<file path="src/rtl/tbr_pkg.sv">
package tbr_pkg;

  typedef struct packed {
    logic [7:0] data;
    logic       par;
    logic       perr;
  } rx_byte_t;

  // Long tone means 0, short tone means 1.
  function automatic logic tone_bit(input logic [31:0] ticks, input int unsigned zero_min);
    return (ticks > zero_min) ? 1'b0 : 1'b1;
  endfunction

  // Odd parity over data and parity bit; returns 1 when the check fails.
  function automatic logic parity_err(input logic [7:0] data, input logic par);
    return ~(^{data, par});
  endfunction

endpackage

</file>
<file path="src/rtl/tbr_tone_timer.sv">
module tbr_tone_timer #(
  parameter int TICK_DIV = 50,
  parameter int END_GAP  = 6000,
  parameter int DUR_W    = 13
) (
  input  logic             clk,
  input  logic             rst_n,
  input  logic             tone_in,
  output logic             tone_rise,
  output logic             tone_fall,
  output logic [DUR_W-1:0] dur,
  output logic             gap_end
);
  localparam int PRE_W = $clog2(TICK_DIV + 1);
  localparam logic [PRE_W-1:0] PRE_LAST = PRE_W'(TICK_DIV - 1);
  localparam logic [DUR_W-1:0] GAP_L    = DUR_W'(END_GAP);
  localparam logic [DUR_W-1:0] GAP_M1   = DUR_W'(END_GAP - 1);

  logic [1:0]       sync_q;
  logic             tone_q;
  logic [PRE_W-1:0] pre_cnt;
  logic             tick;
  logic             edge_any;

  always_comb begin
    tone_rise = sync_q[1] & ~tone_q;
    tone_fall = ~sync_q[1] & tone_q;
    edge_any  = tone_rise | tone_fall;
    tick      = (pre_cnt == PRE_LAST);
    gap_end   = ~sync_q[1] & ~edge_any & tick & (dur == GAP_M1);
  end

  always_ff @(posedge clk) begin
    if (!rst_n) begin
      sync_q  <= '0;
      tone_q  <= 1'b0;
      pre_cnt <= '0;
      dur     <= '0;
    end else begin
      sync_q <= {sync_q[0], tone_in};
      tone_q <= sync_q[1];
      if (edge_any) begin
        pre_cnt <= '0;
        dur     <= '0;
      end else begin
        pre_cnt <= tick ? '0 : pre_cnt + 1'b1;
        if (tick && dur != GAP_L) dur <= dur + 1'b1;
      end
    end
  end

endmodule

</file>
<file path="src/rtl/tbr_bit_assembler.sv">
module tbr_bit_assembler
  import tbr_pkg::*;
#(
  parameter int ZERO_MIN = 750,
  parameter int DUR_W    = 13
) (
  input  logic             clk,
  input  logic             rst_n,
  input  logic             tone_rise,
  input  logic             tone_fall,
  input  logic [DUR_W-1:0] dur,
  input  logic             gap_end,
  output logic             msg_start,
  output logic             msg_active,
  output logic             msg_done,
  output logic             byte_wr,
  output rx_byte_t         wr_byte
);
  localparam logic [3:0] LAST_BIT = 4'd8;

  logic [7:0] shreg;
  logic [3:0] bit_cnt;
  logic       bit_val;

  always_comb begin
    msg_start    = tone_rise & ~msg_active;
    bit_val      = tone_bit(32'(dur), ZERO_MIN);
    byte_wr      = tone_fall & msg_active & (bit_cnt == LAST_BIT);
    wr_byte.data = shreg;
    wr_byte.par  = bit_val;
    wr_byte.perr = parity_err(shreg, bit_val);
  end

  always_ff @(posedge clk) begin
    if (!rst_n) begin
      shreg      <= '0;
      bit_cnt    <= '0;
      msg_active <= 1'b0;
      msg_done   <= 1'b0;
    end else if (msg_start) begin
      shreg      <= '0;
      bit_cnt    <= '0;
      msg_active <= 1'b1;
      msg_done   <= 1'b0;
    end else if (gap_end) begin
      bit_cnt    <= '0;
      msg_active <= 1'b0;
      if (msg_active) msg_done <= 1'b1;
    end else if (tone_fall && msg_active) begin
      if (bit_cnt == LAST_BIT) begin
        bit_cnt <= '0;
      end else begin
        shreg   <= {shreg[6:0], bit_val};
        bit_cnt <= bit_cnt + 1'b1;
      end
    end
  end

endmodule

</file>
<file path="src/rtl/tbr_reply_store.sv">
module tbr_reply_store
  import tbr_pkg::*;
#(
  parameter int DEPTH = 8,
  parameter int CNT_W = 4,
  parameter int PTR_W = 3
) (
  input  logic             clk,
  input  logic             rst_n,
  input  logic             clear,
  input  logic             wr,
  input  rx_byte_t         wr_byte,
  input  logic             rd_en,
  output logic [7:0]       rd_data,
  output logic [CNT_W-1:0] count,
  output logic             overflow,
  output logic             rd_phase
);
  localparam logic [CNT_W-1:0] FULL    = CNT_W'(DEPTH);
  localparam logic [PTR_W-1:0] PTR_TOP = PTR_W'(DEPTH - 1);

  rx_byte_t         mem [DEPTH];
  logic [PTR_W-1:0] rd_ptr;
  rx_byte_t         cur;

  always_comb begin
    cur     = mem[rd_ptr];
    rd_data = rd_phase ? {6'b0, cur.perr, cur.par} : cur.data;
  end

  always_ff @(posedge clk) begin
    if (!rst_n) begin
      count    <= '0;
      overflow <= 1'b0;
      rd_ptr   <= '0;
      rd_phase <= 1'b0;
      for (int i = 0; i < DEPTH; i++) mem[i] <= '0;
    end else if (clear) begin
      count    <= '0;
      overflow <= 1'b0;
      rd_ptr   <= '0;
      rd_phase <= 1'b0;
    end else begin
      if (wr) begin
        if (count < FULL) begin
          mem[count[PTR_W-1:0]] <= wr_byte;
          count <= count + 1'b1;
        end else begin
          overflow <= 1'b1;
        end
      end
      if (rd_en) begin
        rd_phase <= ~rd_phase;
        if (rd_phase) rd_ptr <= (rd_ptr == PTR_TOP) ? '0 : rd_ptr + 1'b1;
      end
    end
  end

endmodule

</file>
<file path="src/rtl/tbr_reply_rx.sv">
module tbr_reply_rx
  import tbr_pkg::*;
#(
  parameter int TICK_DIV = 50,
  parameter int ZERO_MIN = 750,
  parameter int END_GAP  = 6000,
  parameter int DEPTH    = 8,
  localparam int CNT_W   = $clog2(DEPTH + 1)
) (
  input  logic             clk,
  input  logic             rst_n,
  input  logic             tone_in,
  input  logic             rd_en,
  output logic [7:0]       rd_data,
  output logic [CNT_W-1:0] byte_count,
  output logic             msg_done,
  output logic             overflow
);
  localparam int DUR_W = $clog2(END_GAP + 1);
  localparam int PTR_W = $clog2(DEPTH);

  // Internal events brought out for the checker.
  logic             tone_rise;
  logic             tone_fall;
  logic [DUR_W-1:0] dur;
  logic             gap_end;
  logic             msg_start;
  logic             msg_active;
  logic             byte_wr;
  rx_byte_t         wr_byte;
  logic             rd_phase;

  tbr_tone_timer #(.TICK_DIV(TICK_DIV), .END_GAP(END_GAP), .DUR_W(DUR_W)) u_timer (
    .clk(clk), .rst_n(rst_n), .tone_in(tone_in),
    .tone_rise(tone_rise), .tone_fall(tone_fall), .dur(dur), .gap_end(gap_end)
  );

  tbr_bit_assembler #(.ZERO_MIN(ZERO_MIN), .DUR_W(DUR_W)) u_asm (
    .clk(clk), .rst_n(rst_n), .tone_rise(tone_rise), .tone_fall(tone_fall),
    .dur(dur), .gap_end(gap_end), .msg_start(msg_start), .msg_active(msg_active),
    .msg_done(msg_done), .byte_wr(byte_wr), .wr_byte(wr_byte)
  );

  tbr_reply_store #(.DEPTH(DEPTH), .CNT_W(CNT_W), .PTR_W(PTR_W)) u_store (
    .clk(clk), .rst_n(rst_n), .clear(msg_start), .wr(byte_wr), .wr_byte(wr_byte),
    .rd_en(rd_en), .rd_data(rd_data), .count(byte_count), .overflow(overflow),
    .rd_phase(rd_phase)
  );

endmodule

</file>
<file path="config.mk">
export PLATFORM = sky130hd
export DESIGN_NAME = tbr_reply_rx
export DESIGN_NICKNAME = d
export VERILOG_FILES = /design/src/rtl/tbr_pkg.sv /design/src/rtl/tbr_tone_timer.sv /design/src/rtl/tbr_bit_assembler.sv /design/src/rtl/tbr_reply_store.sv /design/src/rtl/tbr_reply_rx.sv
export SDC_FILE = /design/constraint.sdc
export NUM_CORES = 1
export LEC_CHECK = 0
export ABC_AREA = 1
export BUFFER_PORTS_ARGS = -buffer_cell sky130_fd_sc_hd__buf_2
export CAP_MARGIN = 20
export CORE_MARGIN = 4
export CORE_UTILIZATION = 55
export DETAILED_ROUTE_END_ITERATION = 8
export GPL_TIMING_DRIVEN = 0
export PLACE_DENSITY = 0.72
export SYNTH_ARGS = -nofsm -noshare
export SYNTH_HDL_FRONTEND = slang
export SYNTH_SLANG_ARGS = --single-unit
</file>
<file path="constraint.sdc">
create_clock -name clk -period 4.1 [get_ports clk]
set_input_delay 0.41 -clock clk [delete_from_list [all_inputs] [get_ports clk]]
set_output_delay 0.41 -clock clk [all_outputs]
set_load 0.02 [all_outputs]
</file>
; After elaboration in Yosys (flattened, before gate mapping)
; Memory sizes are Yosys's and may differ from the RTL's. A register that Yosys moved wholly into a read port is not among the register bits.
; Cells that the tools add are included.
[word_totals]
ff_bits = 45
ram_bits = 80
in_bits = 4
output_inout_bits = 14
n_memories = 1
[memory_table]
columns = memory, depth, width, rd, rd_clocked_by_memory_dff, wr, line_no
row1 = u_store.mem, 8, 10, 1, 1, 8, tbr_reply_store.sv:22  ; rx_byte_t mem [DEPTH];
[classes]
n_addsub = 5
n_lt_le_gt_ge = 2
n_eq_ne = 5
muxes = 17
bitwise = 19
n_reduce_logical = 14
[ops]
columns = cell, n
row1 = 13-bit by 1-bit adder with 13-bit output (second input constant), 1
row2 = 13-bit equality test (second input constant), 1
row3 = 13-bit by 10-bit > comparator with 1-bit output (second input constant), 1
row4 = 13-bit inequality test (second input constant), 1
row5 = 3-bit 2-to-1 mux, 4
row6 = 1-bit 2-to-1 mux, 10
row7 = 10-bit 2-to-1 mux, 1
row8 = 1-bit NOT, 10
row9 = 10-bit OR reduction, 1
row10 = 9-bit XOR reduction, 1
row11 = 4-bit by 1-bit adder with 4-bit output (second input constant), 2
row12 = 1-bit AND, 8
row13 = 8-bit 2-to-1 mux, 1
row14 = 2-bit AND reduction, 4
row15 = 6-bit by 1-bit adder with 6-bit output (second input constant), 1
row16 = 6-bit equality test (second input constant), 1
row17 = 3-bit OR reduction, 2
row18 = 4-bit equality test (second input constant), 1
row19 = 4-bit less-than comparator (second input constant), 1
row20 = 4-bit 2-to-1 mux, 1
row21 = 2-bit OR reduction, 2
row22 = 3-bit by 1-bit adder with 3-bit output (second input constant), 1
row23 = 3-bit equality test (second input constant), 1
row24 = 3-bit AND reduction, 1
row25 = 3 further kinds, 4

; Logic depth before layout (Yosys ltp)
[logic_depth]
ltp_word = 10
depth_mapped = 12

; By module
; A second synthesis with hierarchy kept.
[hier_totals]
cells_unflattened = 779
hier_area_um2 = 6322.3
[by_module_without_submodules]
columns = module, instances, cells_per_inst, area_per_inst_um2
row1 = tbr_reply_store, 1, 467, 4260.3
row2 = tbr_tone_timer, 1, 182, 1244.9
row3 = tbr_bit_assembler, 1, 130, 817.0

; Worst setup path after synthesis
; Ideal clock, no wire load.
[synth_path]
path_type = flip-flop to flip-flop
start = register u_timer.tone_q
end = memory u_store.mem[7][0] in the netlist's numbering (enable)
setup_ps = 340
t_arrival_ps = 1615
setup_slack_ps = 2146
path_stages_with_launch = 9
path_buffers = 1
path_cell_list = dfxtp_1 inv_1 ha_1 a21oi_4 inv_2 nor3_1 nand2_1 buf_2 nand2_1
[synth_rtl]
columns = item, line_no
row1 = start: declaration, tbr_tone_timer.sv:20  ; logic tone_q;
row2 = start signal: assignment, tbr_tone_timer.sv:41  ; tone_q <= sync_q[1];
row3 = end: declaration, tbr_reply_store.sv:22

==> flow_summary.toml <==
[outcome]
status = "complete, no violations"

[clock_tree]
postCtsHoldBufs = 0
clk_latency_ns = 0.53
cts_tree = "built"
cts_buffer_depth = 2
clk_pin_slew_ns = 0.06
cts_made_buffers = 17
htree_levels = 4
cts_root_buf = "clkbuf_8"
cts_resized = 0
clock_sinks = 128
post_cts_buffers = 0

[die]
die_w_um = 112.7
die-area_sq_um = 12700
core-area_sq_um = 10510
num_rows = 37
io_pins = 18
die_h_um = 112.7
initial_utilization_pct = 57.35

[sta]
hold_violations = 0
setup_tns_ns = 0
relSlewSlack_pct = 59.82
rsz0062_at_grt = "false"
fin_ws_ns = 1.433
post-route-period-util_pct = 65.05
holdWs_ns = 0.08217
tightestPinTransition_ns = 0.6027
fmaxAchievable_ghz = 0.3749
slew_viol_final = 0
skew_ns = 0.006967
period_needed_ns = 2.667
setup_viol = 0

[cells_and_area]
synthToLayoutAreaGrowth_pct = 13.51
fin_nets = 755
fillers = 878
layout-drive-gt1-share_pct = 9.321
fin_cells = 887
final_cell_mix = "203 x nor2_1, 113 x nand2_1, 80 x edfxtp_1, 62 x o21ai_0, 48 x dfxtp_1"
final_util_pct = 65.10
layout_commonest_cell = "nor2_1"
antenna_cells = 0

[global_route]
grt_use_total_pct = 22.84
grt_pass1_wl_mm = 22.70
grt_remaining_overflow = 0
antenna_found_initial = 0
grt_max_degree = 17
grt_pass1_vias = 4703

[synthesis]
synth_edf_count = 80
yosys_register_bits = 128
netlist.area_leader.share_pct = 39.86
syn-instance-count = 702
synthFlopType = "edfxtp_1"
ys_types = 31
synthesis.area_sq_um = 6027
ys_seq_area_share_pct = 55.80
async_flop_share_pct = 0
synth_largest_area_cell = "edfxtp_1"
synth_area_leaders = "edfxtp_1 40%, dfxtp_1 16%, nor2_1 13%"
ys.warnings.count = 0
syn-num-nets = 719
avgSynthCellArea_sq_um = 8.586

[critical_path]
crit_arrival_ns = 2.26
cp_data_required_time_ns = 3.69
path_class = "reg2out"
reg2reg_slack_ns = 1.68
worstPathCellList = "inv_1 > clkbuf_1 > nor2_1 > o32ai_1 > nor2_1 > nor2_1 > buf_2"
critPathCapture = "rd_data[4]"
cp-end-kind = "primary output"
cpMostUsedCell = "nor2_1"
start_kind = "register"
slowest_delay_ns = 0.45
cp_slowest_cell = "clkbuf_1"
timing.rr.start = "u_timer.tone_q$_SDFF_PN0_"
rr_worst_depth = 8
crit_fanout = 10
r2r-end = "u_store.mem[7][2]$_SDFFCE_PN0P_"

[place]
dp.cells = 855
routabilityCongestion = 0.8739
dp_hpwl_mm = 9.491
dp_slack_ns = 1.683
portBuffers = 17

[job]
maxCapViolations = 0

[power]
ir_worst_vdd_mv = 0.2070
power.density_nw_per_um2 = 434.3
p_leak_nw = 2.521

[route]
avgRoutedWirePerCell_um = 15.48
drt_wl_total_mm = 13.73
drc = 0
drt_iter0_drc = 385
drt_pass1_iterations = 5
postRouteAntennaNets = 0
vias = 4837
drt-vias-per-instance = 5.453

[worst_hold_path]
hp-class = "in2reg"
## through the flow
step / power (mW) / area, sq um
after CTS: 2.985 / 6842
after global routing: 3.074 / 6842
after detailed placement: 1.600 / 6282
after global placement: 1.594 / 6282
after floorplan: 1.547 / 6027
final: 2.971 / 6842
## registers in the layout, summed over array words and instances (netlist names), named ones only
signal            cells
u_store.count         4
u_store.rd_ptr        3
u_asm.msg_done        1
u_asm.bit_cnt         4
u_timer.dur          13
u_store.rd_phase      1
u_store.mem          80
u_timer.sync_q        2
u_store.overflow      1
u_timer.tone_q        1
u_asm.shreg           8
u_timer.pre_cnt       6
u_asm.msg_active      1
## per-layer routing
layer | track usage, % | wire, um | up-vias
li1 | - | - | 2386
met1 | 27.01 | 5425 | 2245
met2 | 40.80 | 7051 | 176
met3 | 5.391 | 955 | 30
met5 | 0 | 0 | -
met4 | 7.452 | 294 | 0
## cell usage after synthesis, types with 10 or more instances
cell type,instances
nor3_1,12
o21ai_0,62
dfxtp_1,48
nand2_1,113
inv_1,43
xor2_1,10
nor2_1,203
nand3_1,18
clkbuf_1,15
a21oi_1,20
ha_1,13
edfxtp_1,80
## worst min-delay path by stage
stage / depth (start not counted) / endpoint / from / slack [ns]
after detailed placement: 2 / u_timer.sync_q[1]$_SDFF_PN0_ / u_timer.sync_q[0]$_SDFF_PN0_ / 0.41
after CTS: 3 / u_timer.sync_q[0]$_SDFF_PN0_ / tone_in / 0.07
after global routing: 3 / u_timer.sync_q[0]$_SDFF_PN0_ / tone_in / 0.08
after global placement: 2 / u_timer.sync_q[1]$_SDFF_PN0_ / u_timer.sync_q[0]$_SDFF_PN0_ / 0.41
after floorplan: 2 / u_timer.sync_q[1]$_SDFF_PN0_ / u_timer.sync_q[0]$_SDFF_PN0_ / 0.39
final: 3 / u_timer.sync_q[0]$_SDFF_PN0_ / tone_in / 0.08
## critical path, delay by kind of cell, from the launching register on
kind                   cells  cell delay, ns
AOI/OAI and AO/OA          1            0.39
DFF                        1            0.35
and+or+nand+nor            3            0.24
buffers and inverters      3            0.74
## power by group
| group | leakage [nW] | switching (mW) | internal (mW) |
|---|---|---|---|
| Combinational | 1.10 | 0.105 | 0.0394 |
| Clock | 0.278 | 0.517 | 0.880 |
| Sequential | 1.15 | 0.0176 | 1.41 |
| Total | 2.52 | 0.639 | 2.33 |
## cells by family after synthesis
kind of cell               Yosys count  share of synthesized area (%)
AOI/OAI and AO/OA                   98                          9.072
xor gates and xnor gates            14                          2.034
adders and majority gates           13                          2.699
buffers and inverters               85                          5.978
DFF                                128                          55.80
and+or+nand+nor                    364                          24.41
## final cells by class
| cell class | instances | area (sq um) | area share, % |
|---|---|---|---|
| tap | 136 | 170.2 | 2.487 |
| inverter | 56 | 210.2 | 3.072 |
| timing repair buffer | 17 | 85.08 | 1.244 |
| clock inverter | 4 | 20.02 | 0.2926 |
| clock buffer | 28 | 539.3 | 7.882 |
| sequential | 128 | 3363 | 49.16 |
| buffer | 29 | 150.1 | 2.195 |
| multi-input combinational | 489 | 2303 | 33.67 |
(Power assumes the default switching activity.)
